**src/rtl/hsbus_pkg.sv**
```systemverilog
package hsbus_pkg;

    typedef enum logic [3:0] {
        ST_IDLE,
        ST_S0,
        ST_S1,
        ST_S2,
        ST_S3,
        ST_S4,
        ST_S5,
        ST_S6,
        ST_S7
    } hs_state_e;

    localparam logic [1:0] OP_READ  = 2'd0;
    localparam logic [1:0] OP_WRITE = 2'd1;
    localparam logic [1:0] OP_RMW   = 2'd2;

endpackage

```
**src/rtl/hsbus_ack_sync.sv**
```systemverilog
module hsbus_ack_sync #(
    parameter int STAGES = 2
) (
    input  logic clk,
    input  logic rst_n,
    input  logic ack_async_n,
    output logic ack_seen
);
    logic [STAGES-1:0] chain_d;
    logic [STAGES-1:0] chain_q;

    always_comb begin
        chain_d    = chain_q;
        chain_d[0] = ~ack_async_n;
        for (int i = 1; i < STAGES; i++) begin
            chain_d[i] = chain_q[i-1];
        end
    end

    always_ff @(posedge clk or negedge rst_n) begin
        if (!rst_n) begin
            chain_q <= '0;
        end else begin
            chain_q <= chain_d;
        end
    end

    assign ack_seen = chain_q[STAGES-1];
endmodule

```
**src/rtl/hsbus_lane_dec.sv**
```systemverilog
module hsbus_lane_dec #(
    parameter int DATA_W = 16
) (
    input  logic [1:0]        lanes_in,
    output logic [1:0]        lanes_eff,
    output logic [DATA_W-1:0] lane_mask
);
    localparam int HALF_W = DATA_W / 2;

    assign lanes_eff = (lanes_in == 2'b00) ? 2'b11 : lanes_in;
    assign lane_mask = {{HALF_W{lanes_eff[1]}}, {HALF_W{lanes_eff[0]}}};
endmodule

```
**src/rtl/hsbus_seq.sv**
```systemverilog
module hsbus_seq
    import hsbus_pkg::*;
#(
    parameter int ADDR_W = 23,
    parameter int DATA_W = 16
) (
    input  logic              clk,
    input  logic              rst_n,
    input  logic              req_valid,
    input  logic [1:0]        req_op,
    input  logic [ADDR_W-1:0] req_addr,
    input  logic [DATA_W-1:0] req_wdata,
    input  logic [1:0]        lanes_eff,
    input  logic [DATA_W-1:0] lane_mask,
    input  logic              ack_seen,
    input  logic [DATA_W-1:0] bus_din,
    output logic              req_ready,
    output logic              rsp_valid,
    output logic [DATA_W-1:0] rsp_rdata,
    output logic [ADDR_W-1:0] bus_addr,
    output logic [DATA_W-1:0] bus_dout,
    output logic              bus_doe,
    output logic              bus_as_n,
    output logic              bus_uds_n,
    output logic              bus_lds_n,
    output logic              bus_rw
);
    typedef struct packed {
        hs_state_e         st;
        logic              second;
        logic [1:0]        op;
        logic [1:0]        lanes;
        logic [DATA_W-1:0] mask;
        logic [ADDR_W-1:0] tgt;
        logic [DATA_W-1:0] wdata;
        logic [ADDR_W-1:0] addr;
        logic              as_n;
        logic              uds_n;
        logic              lds_n;
        logic              rw;
        logic              doe;
        logic [DATA_W-1:0] rdata;
        logic              rsp;
    } seq_t;

    seq_t seq_d, seq_q;
    logic wr_phase;
    logic locked_first;

    assign wr_phase     = (seq_q.op == OP_WRITE) || ((seq_q.op == OP_RMW) && seq_q.second);
    assign locked_first = (seq_q.op == OP_RMW) && !seq_q.second;

    always_comb begin
        seq_d     = seq_q;
        seq_d.rsp = 1'b0;
        unique case (seq_q.st)
            ST_IDLE: begin
                if (req_valid && !ack_seen) begin
                    seq_d.st     = ST_S0;
                    seq_d.op     = req_op;
                    seq_d.lanes  = lanes_eff;
                    seq_d.mask   = lane_mask;
                    seq_d.tgt    = req_addr;
                    seq_d.wdata  = req_wdata;
                    seq_d.second = 1'b0;
                end
            end
            ST_S0: begin
                seq_d.st   = ST_S1;
                seq_d.addr = seq_q.tgt;
            end
            ST_S1: begin
                seq_d.st   = ST_S2;
                seq_d.as_n = 1'b0;
                if (wr_phase) begin
                    seq_d.rw  = 1'b0;
                    seq_d.doe = 1'b1;
                end else begin
                    seq_d.uds_n = ~seq_q.lanes[1];
                    seq_d.lds_n = ~seq_q.lanes[0];
                end
            end
            ST_S2: begin
                seq_d.st = ST_S3;
            end
            ST_S3: begin
                if (!wr_phase) begin
                    seq_d.st = ST_S4;
                end else if (!ack_seen) begin
                    seq_d.st    = ST_S4;
                    seq_d.uds_n = ~seq_q.lanes[1];
                    seq_d.lds_n = ~seq_q.lanes[0];
                end
            end
            ST_S4: begin
                if (ack_seen) begin
                    seq_d.st = ST_S5;
                end
            end
            ST_S5: begin
                seq_d.st = ST_S6;
                if (!wr_phase) begin
                    seq_d.rdata = bus_din & seq_q.mask;
                end
            end
            ST_S6: begin
                seq_d.st    = ST_S7;
                seq_d.uds_n = 1'b1;
                seq_d.lds_n = 1'b1;
                if (!locked_first) begin
                    seq_d.as_n = 1'b1;
                end
            end
            ST_S7: begin
                if (locked_first) begin
                    seq_d.second = 1'b1;
                    seq_d.st     = ST_S0;
                end else begin
                    seq_d.st  = ST_IDLE;
                    seq_d.doe = 1'b0;
                    seq_d.rw  = 1'b1;
                    seq_d.rsp = 1'b1;
                end
            end
            default: begin
                seq_d.st = ST_IDLE;
            end
        endcase
    end

    always_ff @(posedge clk or negedge rst_n) begin
        if (!rst_n) begin
            seq_q        <= '0;
            seq_q.st     <= ST_IDLE;
            seq_q.as_n   <= 1'b1;
            seq_q.uds_n  <= 1'b1;
            seq_q.lds_n  <= 1'b1;
            seq_q.rw     <= 1'b1;
        end else begin
            seq_q <= seq_d;
        end
    end

    assign req_ready = (seq_q.st == ST_IDLE) && !ack_seen;
    assign rsp_valid = seq_q.rsp;
    assign rsp_rdata = seq_q.rdata;
    assign bus_addr  = seq_q.addr;
    assign bus_dout  = seq_q.wdata;
    assign bus_doe   = seq_q.doe;
    assign bus_as_n  = seq_q.as_n;
    assign bus_uds_n = seq_q.uds_n;
    assign bus_lds_n = seq_q.lds_n;
    assign bus_rw    = seq_q.rw;
endmodule

```
**src/rtl/hsbus_master.sv**
```systemverilog
module hsbus_master #(
    parameter int ADDR_W      = 23,
    parameter int DATA_W      = 16,
    parameter int SYNC_STAGES = 2
) (
    input  logic              clk,
    input  logic              rst_n,
    input  logic              req_valid,
    input  logic [1:0]        req_op,
    input  logic [ADDR_W-1:0] req_addr,
    input  logic [DATA_W-1:0] req_wdata,
    input  logic [1:0]        req_lanes,
    output logic              req_ready,
    output logic              rsp_valid,
    output logic [DATA_W-1:0] rsp_rdata,
    output logic [ADDR_W-1:0] bus_addr,
    output logic [DATA_W-1:0] bus_dout,
    output logic              bus_doe,
    output logic              bus_as_n,
    output logic              bus_uds_n,
    output logic              bus_lds_n,
    output logic              bus_rw,
    input  logic [DATA_W-1:0] bus_din,
    input  logic              bus_ack_n
);
    logic              ack_seen;
    logic [1:0]        lanes_eff;
    logic [DATA_W-1:0] lane_mask;

    hsbus_ack_sync #(.STAGES(SYNC_STAGES)) u_sync (
        .clk         (clk),
        .rst_n       (rst_n),
        .ack_async_n (bus_ack_n),
        .ack_seen    (ack_seen)
    );

    hsbus_lane_dec #(.DATA_W(DATA_W)) u_lanes (
        .lanes_in  (req_lanes),
        .lanes_eff (lanes_eff),
        .lane_mask (lane_mask)
    );

    hsbus_seq #(.ADDR_W(ADDR_W), .DATA_W(DATA_W)) u_seq (
        .clk       (clk),
        .rst_n     (rst_n),
        .req_valid (req_valid),
        .req_op    (req_op),
        .req_addr  (req_addr),
        .req_wdata (req_wdata),
        .lanes_eff (lanes_eff),
        .lane_mask (lane_mask),
        .ack_seen  (ack_seen),
        .bus_din   (bus_din),
        .req_ready (req_ready),
        .rsp_valid (rsp_valid),
        .rsp_rdata (rsp_rdata),
        .bus_addr  (bus_addr),
        .bus_dout  (bus_dout),
        .bus_doe   (bus_doe),
        .bus_as_n  (bus_as_n),
        .bus_uds_n (bus_uds_n),
        .bus_lds_n (bus_lds_n),
        .bus_rw    (bus_rw)
    );
endmodule

```
**config.mk**
```make
export PLATFORM = sky130hd
export DESIGN_NAME = hsbus_master
export DESIGN_NICKNAME = d
export VERILOG_FILES = /design/src/rtl/hsbus_pkg.sv /design/src/rtl/hsbus_ack_sync.sv /design/src/rtl/hsbus_lane_dec.sv /design/src/rtl/hsbus_seq.sv /design/src/rtl/hsbus_master.sv
export SDC_FILE = /design/constraint.sdc
export NUM_CORES = 1
export LEC_CHECK = 0
export BUFFER_PORTS_ARGS = -buffer_cell sky130_fd_sc_hd__buf_2
export CAP_MARGIN = 20
export CORE_UTILIZATION = 38
export DETAILED_ROUTE_END_ITERATION = 10
export PLACE_DENSITY_LB_ADDON = 0.3
export SYNTH_ARGS = -nofsm -noshare
export SYNTH_HDL_FRONTEND = slang
export SYNTH_HIERARCHICAL = 1
export SYNTH_SLANG_ARGS = --single-unit
```
**constraint.sdc**
```tcl
create_clock -name clk -period 1.3 [get_ports clk]
set_input_delay 0.195 -clock clk [delete_from_list [all_inputs] [get_ports clk]]
set_output_delay 0.195 -clock clk [all_outputs]
set_load 0.005 [all_outputs]
```
# After elaboration in Yosys (flattened, before gate mapping)

Cells that the tools add are included.

Memory bits (read-only): 0
Input bits: 63
Memories kept: 0
Bits in latches: 0
Register bits after elaboration: 104
RAM bits: 0

Reductions and logical operators: 20
Add/subtract/negate cells: 0
$lt $le $gt $ge: 0
Shift-type cells: 0
Divide/modulo/power cells: 0
Multiply operators: 0
Bitwise gates (word level): 5
Equality and inequality tests: 20
Multiplexer cells: 20

Operators with widths:

| cell                                          | count |
|---|---|
| 2-to-1 mux 64 bit                             | 1 |
| one-hot mux 4 bit (9 select lines)            | 1 |
| AND 16 bit                                    | 1 |
| == test 4 x 3 -> 1 bit, second input constant | 4 |
| 2-to-1 mux 2 bit                              | 6 |
| 2-to-1 mux 4 bit                              | 3 |
| != test 2 bit, second input constant          | 5 |
| AND reduction 3 bit                           | 3 |
| == test 4 x 2 -> 1 bit, second input constant | 2 |
| != test 2 x 1 -> 1 bit, second input constant | 4 |
| one-hot mux 2 bit (3 select lines)            | 1 |
| AND reduction 2 bit                           | 3 |
| nonzero test 2 bit                            | 3 |
| 2-to-1 mux 1 bit                              | 5 |
| == test 4 x 1 -> 1 bit, second input constant | 1 |
| == test 4 bit, second input constant          | 1 |
| logical AND 1 bit                             | 4 |
| logical NOT 4 bit                             | 1 |
| NOT 1 bit                                     | 4 |
| one-hot mux 1 bit (2 select lines)            | 2 |
| one-hot mux 2 bit (2 select lines)            | 1 |
| AND reduction 4 bit                           | 1 |
| != test 3 bit, second input constant          | 1 |
| nonzero test 3 bit                            | 1 |
| 5 further kinds                               | 6 |

# Depth between registers and ports, before layout

Gate-level depths: netlist (run 1).

Depth after elaboration: 5
Gate-level depth with buffers: 6

# Modules after synthesis

The synthesis (run 1) kept the hierarchy.

Modules (own cells, without submodules):

| module         | area an instance (µm²) | times used | cells an instance |
|---|---|---|---|
| hsbus_seq      | 4714.5                 | 1          | 356 |
| hsbus_lane_dec | 132.6                  | 1          | 18 |
| hsbus_ack_sync | 53.8                   | 1          | 3 |

# Worst setup path before layout (run 1)

No wires, ideal clock.

Path kind: register to register
Start point: register u_seq/seq_q[106] in the netlist's numbering
End point: register u_seq.seq_q, in the netlist u_seq/bus_addr[0]
Slack: -0.148 ns
Period minus slack after synthesis: 1.448 ns
Data arrival time: 1.323 ns
Cell stages (with the launch flop): 6
Buffers on the path: 1
Setup time: 0.125 ns
Cell sequence: dfrtp_1 > inv_1 > nand2_1 > nor3_4 > buf_4 > mux2_2

Word-level cells in the longest chain between the ends: 1

RTL lines:

| what                     | RTL line         | text |
|---|---|---|
| start: declaration       | hsbus_seq.sv:46  | `seq_t seq_d, seq_q;` |
| start signal: assignment | hsbus_seq.sv:140 | `seq_q <= seq_d;` |
| == test 4 x 1 -> 1 bit   | hsbus_seq.sv:56  | `unique case (seq_q.st)` |

No other way between the ends.
A chain may end at the register's enable or synchronous reset.

# Worst setup path after layout (run 1)

Start point: register u_seq/seq_q[106] in the netlist's numbering
End point: register u_seq.seq_q, in the netlist u_seq/bus_addr[1]

Same word-level chain as after synthesis.

==> results of run 1 <==
[cells in the final DEF (no fill, tap or decap), types with 3 or more instances in the layout]
cell / netlist / routed
sky130_fd_sc_hd__o21ai_1: 16 / 16
sky130_fd_sc_hd__nand2_1: 37 / 34
sky130_fd_sc_hd__nor2_1: 7 / 6
sky130_fd_sc_hd__buf_2: 5 / 123
sky130_fd_sc_hd__mux2_2: 84 / 55
sky130_fd_sc_hd__buf_16: 0 / 4
sky130_fd_sc_hd__mux2_4: 0 / 29
sky130_fd_sc_hd__buf_6: 6 / 8
sky130_fd_sc_hd__dfrtp_2: 0 / 3
sky130_fd_sc_hd__buf_12: 0 / 13
sky130_fd_sc_hd__nor2b_1: 5 / 3
sky130_fd_sc_hd__dfstp_2: 4 / 4
sky130_fd_sc_hd__dfrtp_1: 107 / 104
sky130_fd_sc_hd__buf_4: 73 / 18
sky130_fd_sc_hd__clkbuf_16: 0 / 13
[sequential cells by signal, summed over array words and instances (netlist names)]
name and cells:
u_seq/rsp_rdata 16, u_seq/rsp_valid 1, u_seq/bus_uds_n 1, u_seq/seq_q 48, u_sync/chain_q 2, u_seq/bus_lds_n 1
u_seq/bus_dout 16, u_seq/bus_as_n 1, u_seq/bus_doe 1, u_seq/bus_rw 1, u_seq/bus_addr 23
[power breakdown]
part           leakage, nW  switching (mW)  internal (mW)
Clock                0.145            1.23           1.55
Combinational         1.60            2.24           3.82
Sequential            1.32           0.942           5.14
Total                 3.07            4.42           10.5
[cell families (layout without fill, tap and decap cells)]
kind of cell	after synthesis	after routing
AO/OA/AOI/OAI	29	29
buffers and inverters	87	193
flip-flops	111	111
XOR/XNOR	1	1
AND/OR/NAND/NOR	63	63
multiplexers	86	86
[metal layers]
| layer | track usage (%) | part of all wire [%] | vias to the layer above | routed length, um |
|---|---|---|---|---|
| li1 | - | - | 1406 | - |
| met1 | 17.90 | 44 | 1497 | 4291 |
| met2 | 22.83 | 51 | 57 | 4941 |
| met3 | 4.393 | 3.5 | 12 | 339 |
| met4 | 4.675 | 1.4 | 0 | 136 |
| met5 | 0 | 0 | - | 0 |
[worst reg2reg max path, stage by stage, from the launching register on]
cell	delay, ns
sky130_fd_sc_hd__dfrtp_1	0.41
sky130_fd_sc_hd__buf_6	0.14
sky130_fd_sc_hd__inv_4	0.05
sky130_fd_sc_hd__nand2_4	0.05
sky130_fd_sc_hd__nor3_4	0.19
sky130_fd_sc_hd__buf_12	0.15
sky130_fd_sc_hd__clkbuf_16	0.16
sky130_fd_sc_hd__mux2_4	0.30
[area by class of cell]
cell class / instances / area, sq um / area share, %
clock inverters: 6 / 67.56 / 1.066
clock buffers: 10 / 239.0 / 3.770
well taps: 172 / 215.2 / 3.395
inverters: 3 / 13.76 / 0.2171
repair buffers: 174 / 1361 / 21.48
flip-flops and latches: 111 / 2786 / 43.96
multi-input cells: 179 / 1655 / 26.12
[metrics by stage]
step | TNS, ns | worst slack [ns] | cell area [sq um] | cells | total power [mW]
2_1_floorplan | -11.28 | -0.1481 | 4926 | 377 | 9.788
3_3_place_gp | -19.83 | -0.2158 | 5411 | 616 | 10.53
3_5_place_dp | -22.21 | -0.2519 | 5411 | 616 | 10.75
4_1_cts | -23.59 | -0.2888 | 6051 | 648 | 14.07
5_1_grt | -29.86 | -0.3297 | 6339 | 655 | 15.95
6_report | -24.14 | -0.2711 | 6339 | 655 | 14.94
[timing repair]
item,4_1_cts,5_1_grt
gates resized for setup,26,48
pin swaps,4,6
gates cloned,5,5
hold buffers,2,0
endpoints found under the setup margin,105,107
buffers inserted,9,5
endpoints found under the hold margin,16,0
[final timing paths]
check / from / endpoint / depth (start not counted)
setup reg to reg: u_seq/seq_q[106] / u_seq/bus_addr[1] / 7
hold / removal: req_addr[6] / u_seq/seq_q[67] / 2
hold reg to reg: u_sync/chain_q[0] / u_sync/chain_q[1] / 0
max in group asynchronous: rst_n / u_seq/rsp_rdata[10] / 3
min in group asynchronous: rst_n / u_seq/bus_dout[3] / 2
setup / recovery: u_seq/seq_q[106] / u_seq/bus_addr[1] / 7
==> results_dict.tcl, run 1 <==
set metrics [dict create \
    worstSetupStartpointType "flop" \
    drt-initial-drc-count 89 \
    cellPowerDensity_mw_per_mm2 2356 \
    port_buffers 124 \
    clock_sink_count 111 \
    ys.warnings.count 6 \
    grt_start_max_net_pins 41 \
    synth_top_family_by_area "multiplexers" \
    status "finished, violations left" \
    failed_checks "setup timing" \
    detail-route-antenna-nets 0 \
    antenna_found_initial 0 \
    grt.total_usage_pct 14.08 \
    fin_nets 541 \
    critical-path-max-stage-delay_ns 0.41 \
    clkTransAtPathRegs_ns 0.07 \
    ctsRootBufferMaster "sky130_fd_sc_hd__clkbuf_16" \
    worst_ir_drop_vdd_v 0.001030 \
    synthFlopType "sky130_fd_sc_hd__dfrtp_1" \
    critical_path_arrival_ns 1.80 \
    grt_setup_unrepaired "true" \
    pin_count 125 \
    synth-simple-area-share_pct 6.510 \
    synth-compound-area-share_pct 3.523 \
    routed_wire_length_per_instance_um 14.82 \
    timing.slew.headroom_pct 79.80 \
    fmax_ghz 0.6365 \
    final_layout_size_suffix_gt1_share_pct 61.28 \
    hp-class "in2reg" \
    grt_overflow 0 \
    chipHeight_um 115.6 \
    dpl.hpwl_um 6224 \
    postSynthAreaPerCell_sq_um 13.00 \
    chipWidth_um 115.6 \
    synth-xor-area-share_pct 0.1787 \
    htree_levels 3 \
    core_region_area_sq_mm 0.01262 \
    post_synth_instance_area_sq_mm 0.004901 \
    cts_inserted_buffers 9 \
    grt_pass1_wl_um 14170 \
    yosys.area.top_type "sky130_fd_sc_hd__dfrtp_1" \
    final.period_utilization_pct 120.9 \
    critical-path-slowest-cell "sky130_fd_sc_hd__dfrtp_1" \
    postSynth.asyncResetShare_pct 100.0 \
    yosysSeqAreaShare_pct 56.78 \
    worst_pin_slew_ns 0.3030 \
    clk_latency_ns 0.34 \
    n_antenna_cell 0 \
    final_critical_delay_including_setup_and_external_delays_ns 1.571 \
    finalWirelength_um 9708 \
    finalHoldViolations 0 \
    fin_worst_hold_slack_ns 0.07277 \
    timing.critical_path.to_type "flop" \
    critical_path_class "reg2reg" \
    synthMuxAreaShare_pct 19.71 \
    timing.final.ws_setup_ns -0.2711 \
    final_count_of_pins_violating_max_slew 0 \
    post_synth_main_area_contributors "sky130_fd_sc_hd__dfrtp_1 55%, sky130_fd_sc_hd__mux2_2 19%, sky130_fd_sc_hd__buf_4 11%" \
    critPathMaxFanout 6 \
    regToRegSetupSlack_ns -0.27 \
    finish.utilization_pct 50.23 \
    area_delta_synth_final_pct 29.33 \
    clock_tree_from_tritoncts "built" \
    floorplan.die_area_sq_mm 0.01336 \
    timing.critical_path.max_delay_family "buffers and inverters" \
    first_pass_iters 4 \
    synth_seq_cells 111 \
    final.fill_count 1114 \
    worst_clock_skew_on_the_final_layout_ns 0.007322 \
    placement_rows 41 \
    post_synth_fa_ha_maj_area_fraction_pct 0 \
    cts_buffer_depth 2 \
    power.leakage_nw 3.066 \
    gp_congestion 0.7655 \
    top_count_cell_post_synth "sky130_fd_sc_hd__dfrtp_1" \
    cp.required_ns 1.53 \
    synthesis.nets 440 \
    synth_top_cell_area_share_pct 54.63 \
    drt_drc_violations_left 0 \
    critical_path.n_buffers_inverters 4 \
    number_of_global_route_vias_before_repair 2887 \
    post_drt_via_cell_ratio 4.537 \
    maxCapViolations 0 \
    post_synth_inst_count 377 \
    post_synth_num_cell_types 33 \
    vias 2972 \
    yosys-top-cells-count "107 x sky130_fd_sc_hd__dfrtp_1, 84 x sky130_fd_sc_hd__mux2_2, 73 x sky130_fd_sc_hd__buf_4" \
    initial_core_util_pct 38.84 \
    setup-violations-final 105 \
    path_cells "buf_6 > inv_4 > nand2_4 > nor3_4 > buf_12 > clkbuf_16 > mux2_4" \
    synth-edff-count 0 \
]
(Power assumes the default switching activity.)
==> run 2, diff against run 1 <==
- SYNTH_HIERARCHICAL: 1 -> not set
- clock period: 1.3 -> 1.7 ns (I/O delays scaled with it)
==> results_dict.tcl, run 2 <==
set metrics [dict create \
    status "complete, no violations" \
    timing.critical_path.to_type "output port" \
    port_buffers 124 \
    post_synth_main_area_contributors "sky130_fd_sc_hd__dfrtp_1 53%, sky130_fd_sc_hd__mux2_1 11%, sky130_fd_sc_hd__buf_4 9.8%" \
    yosys-top-cells-count "91 x sky130_fd_sc_hd__dfrtp_1, 56 x sky130_fd_sc_hd__buf_4, 42 x sky130_fd_sc_hd__mux2_1" \
    drt_drc_violations_left 0 \
    first_pass_iters 4 \
    critPathMaxFanout 7 \
    layout.area.seq_sq_mm 0.002385 \
    worst_ir_drop_vdd_v 0.0007274 \
    stdcell_count 567 \
    leading_cell_types_in_the_layout_fill_and_taps_excluded "123 x sky130_fd_sc_hd__buf_2, 89 x sky130_fd_sc_hd__dfrtp_1, 42 x sky130_fd_sc_hd__mux2_1" \
    grt_start_max_net_pins 40 \
    antenna_found_initial 0 \
    finish.utilization_pct 46.51 \
    final.fill_count 1015 \
    pin_count 125 \
    core_region_area_sq_mm 0.01089 \
    top_count_cell_post_synth "sky130_fd_sc_hd__dfrtp_1" \
    maxCapViolations 0 \
    number_of_global_route_vias_before_repair 2646 \
    post_synth_instance_area_sq_mm 0.004282 \
    n_antenna_cell 0 \
    grt_overflow 0 \
    finalWirelength_um 7744 \
    drt-initial-drc-count 75 \
    fin_nets 485 \
    clkTransAtPathRegs_ns 0.09 \
    final_layout_size_suffix_gt1_share_pct 45.90 \
    ctsRootBufferMaster "sky130_fd_sc_hd__clkbuf_8" \
    postSynthAreaPerCell_sq_um 12.52 \
    setup-violations-final 0 \
    hp-class "in2reg" \
    post-layout-total-power_mw 8.928 \
    timing.slew.headroom_pct 70.83 \
    postSynth.asyncResetShare_pct 100.0 \
    dpl.hpwl_um 5695 \
    synthesis.nets 405 \
    routed_wire_length_per_instance_um 13.66 \
    post_synth_num_cell_types 40 \
    gp_congestion 0.7676 \
    fmax_ghz 0.6114 \
    total_switching_power_mw 2.777 \
    cts_inserted_buffers 9 \
    final_critical_delay_including_setup_and_external_delays_ns 1.636 \
    cp.required_ns 1.44 \
    chipWidth_um 108.1 \
    dp_cells 548 \
    chipHeight_um 108.1 \
    initial_core_util_pct 39.32 \
    post_synth_inst_count 342 \
    critical_path_class "reg2out" \
    yosys.area.top_type "sky130_fd_sc_hd__dfrtp_1" \
    clock_sink_count 95 \
    floorplan.die_area_sq_mm 0.01170 \
    detail-route-antenna-nets 0 \
    synthFlopType "sky130_fd_sc_hd__dfrtp_1" \
    worst_pin_slew_ns 0.4265 \
    max_ffs_per_register 32 \
    worstSetupStartpointType "flop" \
    clock_tree_from_tritoncts "built" \
    regToRegSetupSlack_ns 0.10 \
    sequentialPowerShare_pct 45.0 \
    internal_power_consumption_mw 6.151 \
    critical_path_arrival_ns 1.38 \
    post_drt_via_cell_ratio 4.556 \
    multi_input_comb_area_sq_mm 0.001346 \
    cellPowerDensity_mw_per_mm2 1763 \
    synth_seq_cells 95 \
    cts_buffer_depth 2 \
    largest_register "u_seq.seq_q" \
    power.leakage_nw 2.467 \
    final.period_utilization_pct 96.21 \
    yosysSeqAreaShare_pct 55.64 \
    pwr-share-comb_pct 34.6 \
    clkPwrFrac_pct 20.4 \
    synth-edff-count 0 \
    synth_top_cell_area_share_pct 53.19 \
    clk_latency_ns 0.36 \
    vias 2583 \
    grt_pass1_wl_um 12610 \
    power.share.switching_pct 31.10 \
    final_common_cell "sky130_fd_sc_hd__buf_2" \
    worst_clock_skew_on_the_final_layout_ns 0.007228 \
    timing.final.ws_setup_ns 0.06440 \
    placement_rows 38 \
    grt.total_usage_pct 14.03 \
    post-place-ws_ns 0.09626 \
    area_delta_synth_final_pct 18.26 \
    finalHoldViolations 0 \
    htree_levels 3 \
    fin_worst_hold_slack_ns 0.1010 \
    ys.warnings.count 0 \
    final_count_of_pins_violating_max_slew 0 \
]
==> run 2: changes by cell type after synthesis, sizes merged, moves of 3 or more <==
| cell | previous run | this run |
|---|---|---|
| clkbuf | 0 | 3 |
| buf | 84 | 68 |
| inv | 3 | 21 |
| dfrtp | 107 | 91 |
| nand2 | 37 | 8 |
| nor4 | 0 | 3 |
| mux2 | 84 | 64 |
| nand3 | 2 | 19 |
| o21ai | 18 | 23 |
| nor3 | 3 | 0 |
==> run 2: worst paths after layout <==
kind / start / endpoint / cells past startpoint
setup / recovery: u_seq.seq_q[106] / req_ready / 3
min in group asynchronous: rst_n / u_seq.seq_q[65] / 2
max in group asynchronous: rst_n / u_seq.bus_uds_n / 3
hold / removal: req_addr[12] / u_seq.seq_q[73] / 2
setup reg to reg: u_seq.seq_q[105] / u_seq.bus_lds_n / 4
hold reg to reg: u_sync.chain_q[0] / u_sync.chain_q[1] / 0
==> run 2: kinds of logic after synthesis <==
kind of cell	count (synthesis)	share of synthesized area (%)
and+or+nand+nor	52	7.715
DFF	95	55.64
buffers and inverters	92	13.47
xor gates and xnor gates	1	0.2046
AOI/OAI and AO/OA	36	5.669
muxes	66	17.30
==> run 2: metal layers <==
metal	track usage [%]	share of wire, %	up-vias
met5	0	0	-
met4	7.632	2.0	0
met3	3.858	6.0	12
met2	21.93	48	71
met1	17.59	44	1234
li1	-	-	1266
==> run 2: cell type report <==
| class | count | share of cell area (%) |
|---|---|---|
| flip-flops and latches | 95 | 47.10 |
| well taps | 140 | 3.459 |
| repair buffers | 140 | 16.26 |
| inverters | 21 | 1.557 |
| clock buffers | 11 | 2.990 |
| multi-input cells | 155 | 26.59 |
| clock inverters | 5 | 2.051 |
==> run 2: power groups by stage <==
stage	Combinational (mW)	Sequential, mW	Clock [mW]
2_1_floorplan	2.83	3.81	0
3_3_place_gp	3.01	4.00	0
3_5_place_dp	3.11	4.06	0
4_1_cts	3.13	4.03	1.90
5_1_grt	3.46	4.17	1.96
6_report	3.09	4.02	1.82
==> run 2: worst max-delay path, stage by stage, from the launching register on <==
cell                      delay (ns)
sky130_fd_sc_hd__dfrtp_2        0.50
sky130_fd_sc_hd__nor2_4         0.17
sky130_fd_sc_hd__nor4b_2        0.20
sky130_fd_sc_hd__buf_2          0.16
==> run 2: what timing repair did <==
action	4_1_cts	5_1_grt
hold buffers	2	0
setup endpoints to repair	1	2
endpoints found under the hold margin	28	0
gates resized for setup	4	1
setup buffers	0	1
==> run 2: per-stage QoR <==
step           cell area, sq um   TNS [ns]
5_1_grt                    5064  -0.006255
6_report                   5064          0
4_1_cts                    5044          0
3_3_place_gp               4755          0
3_5_place_dp               4755          0
2_1_floorplan              4282          0
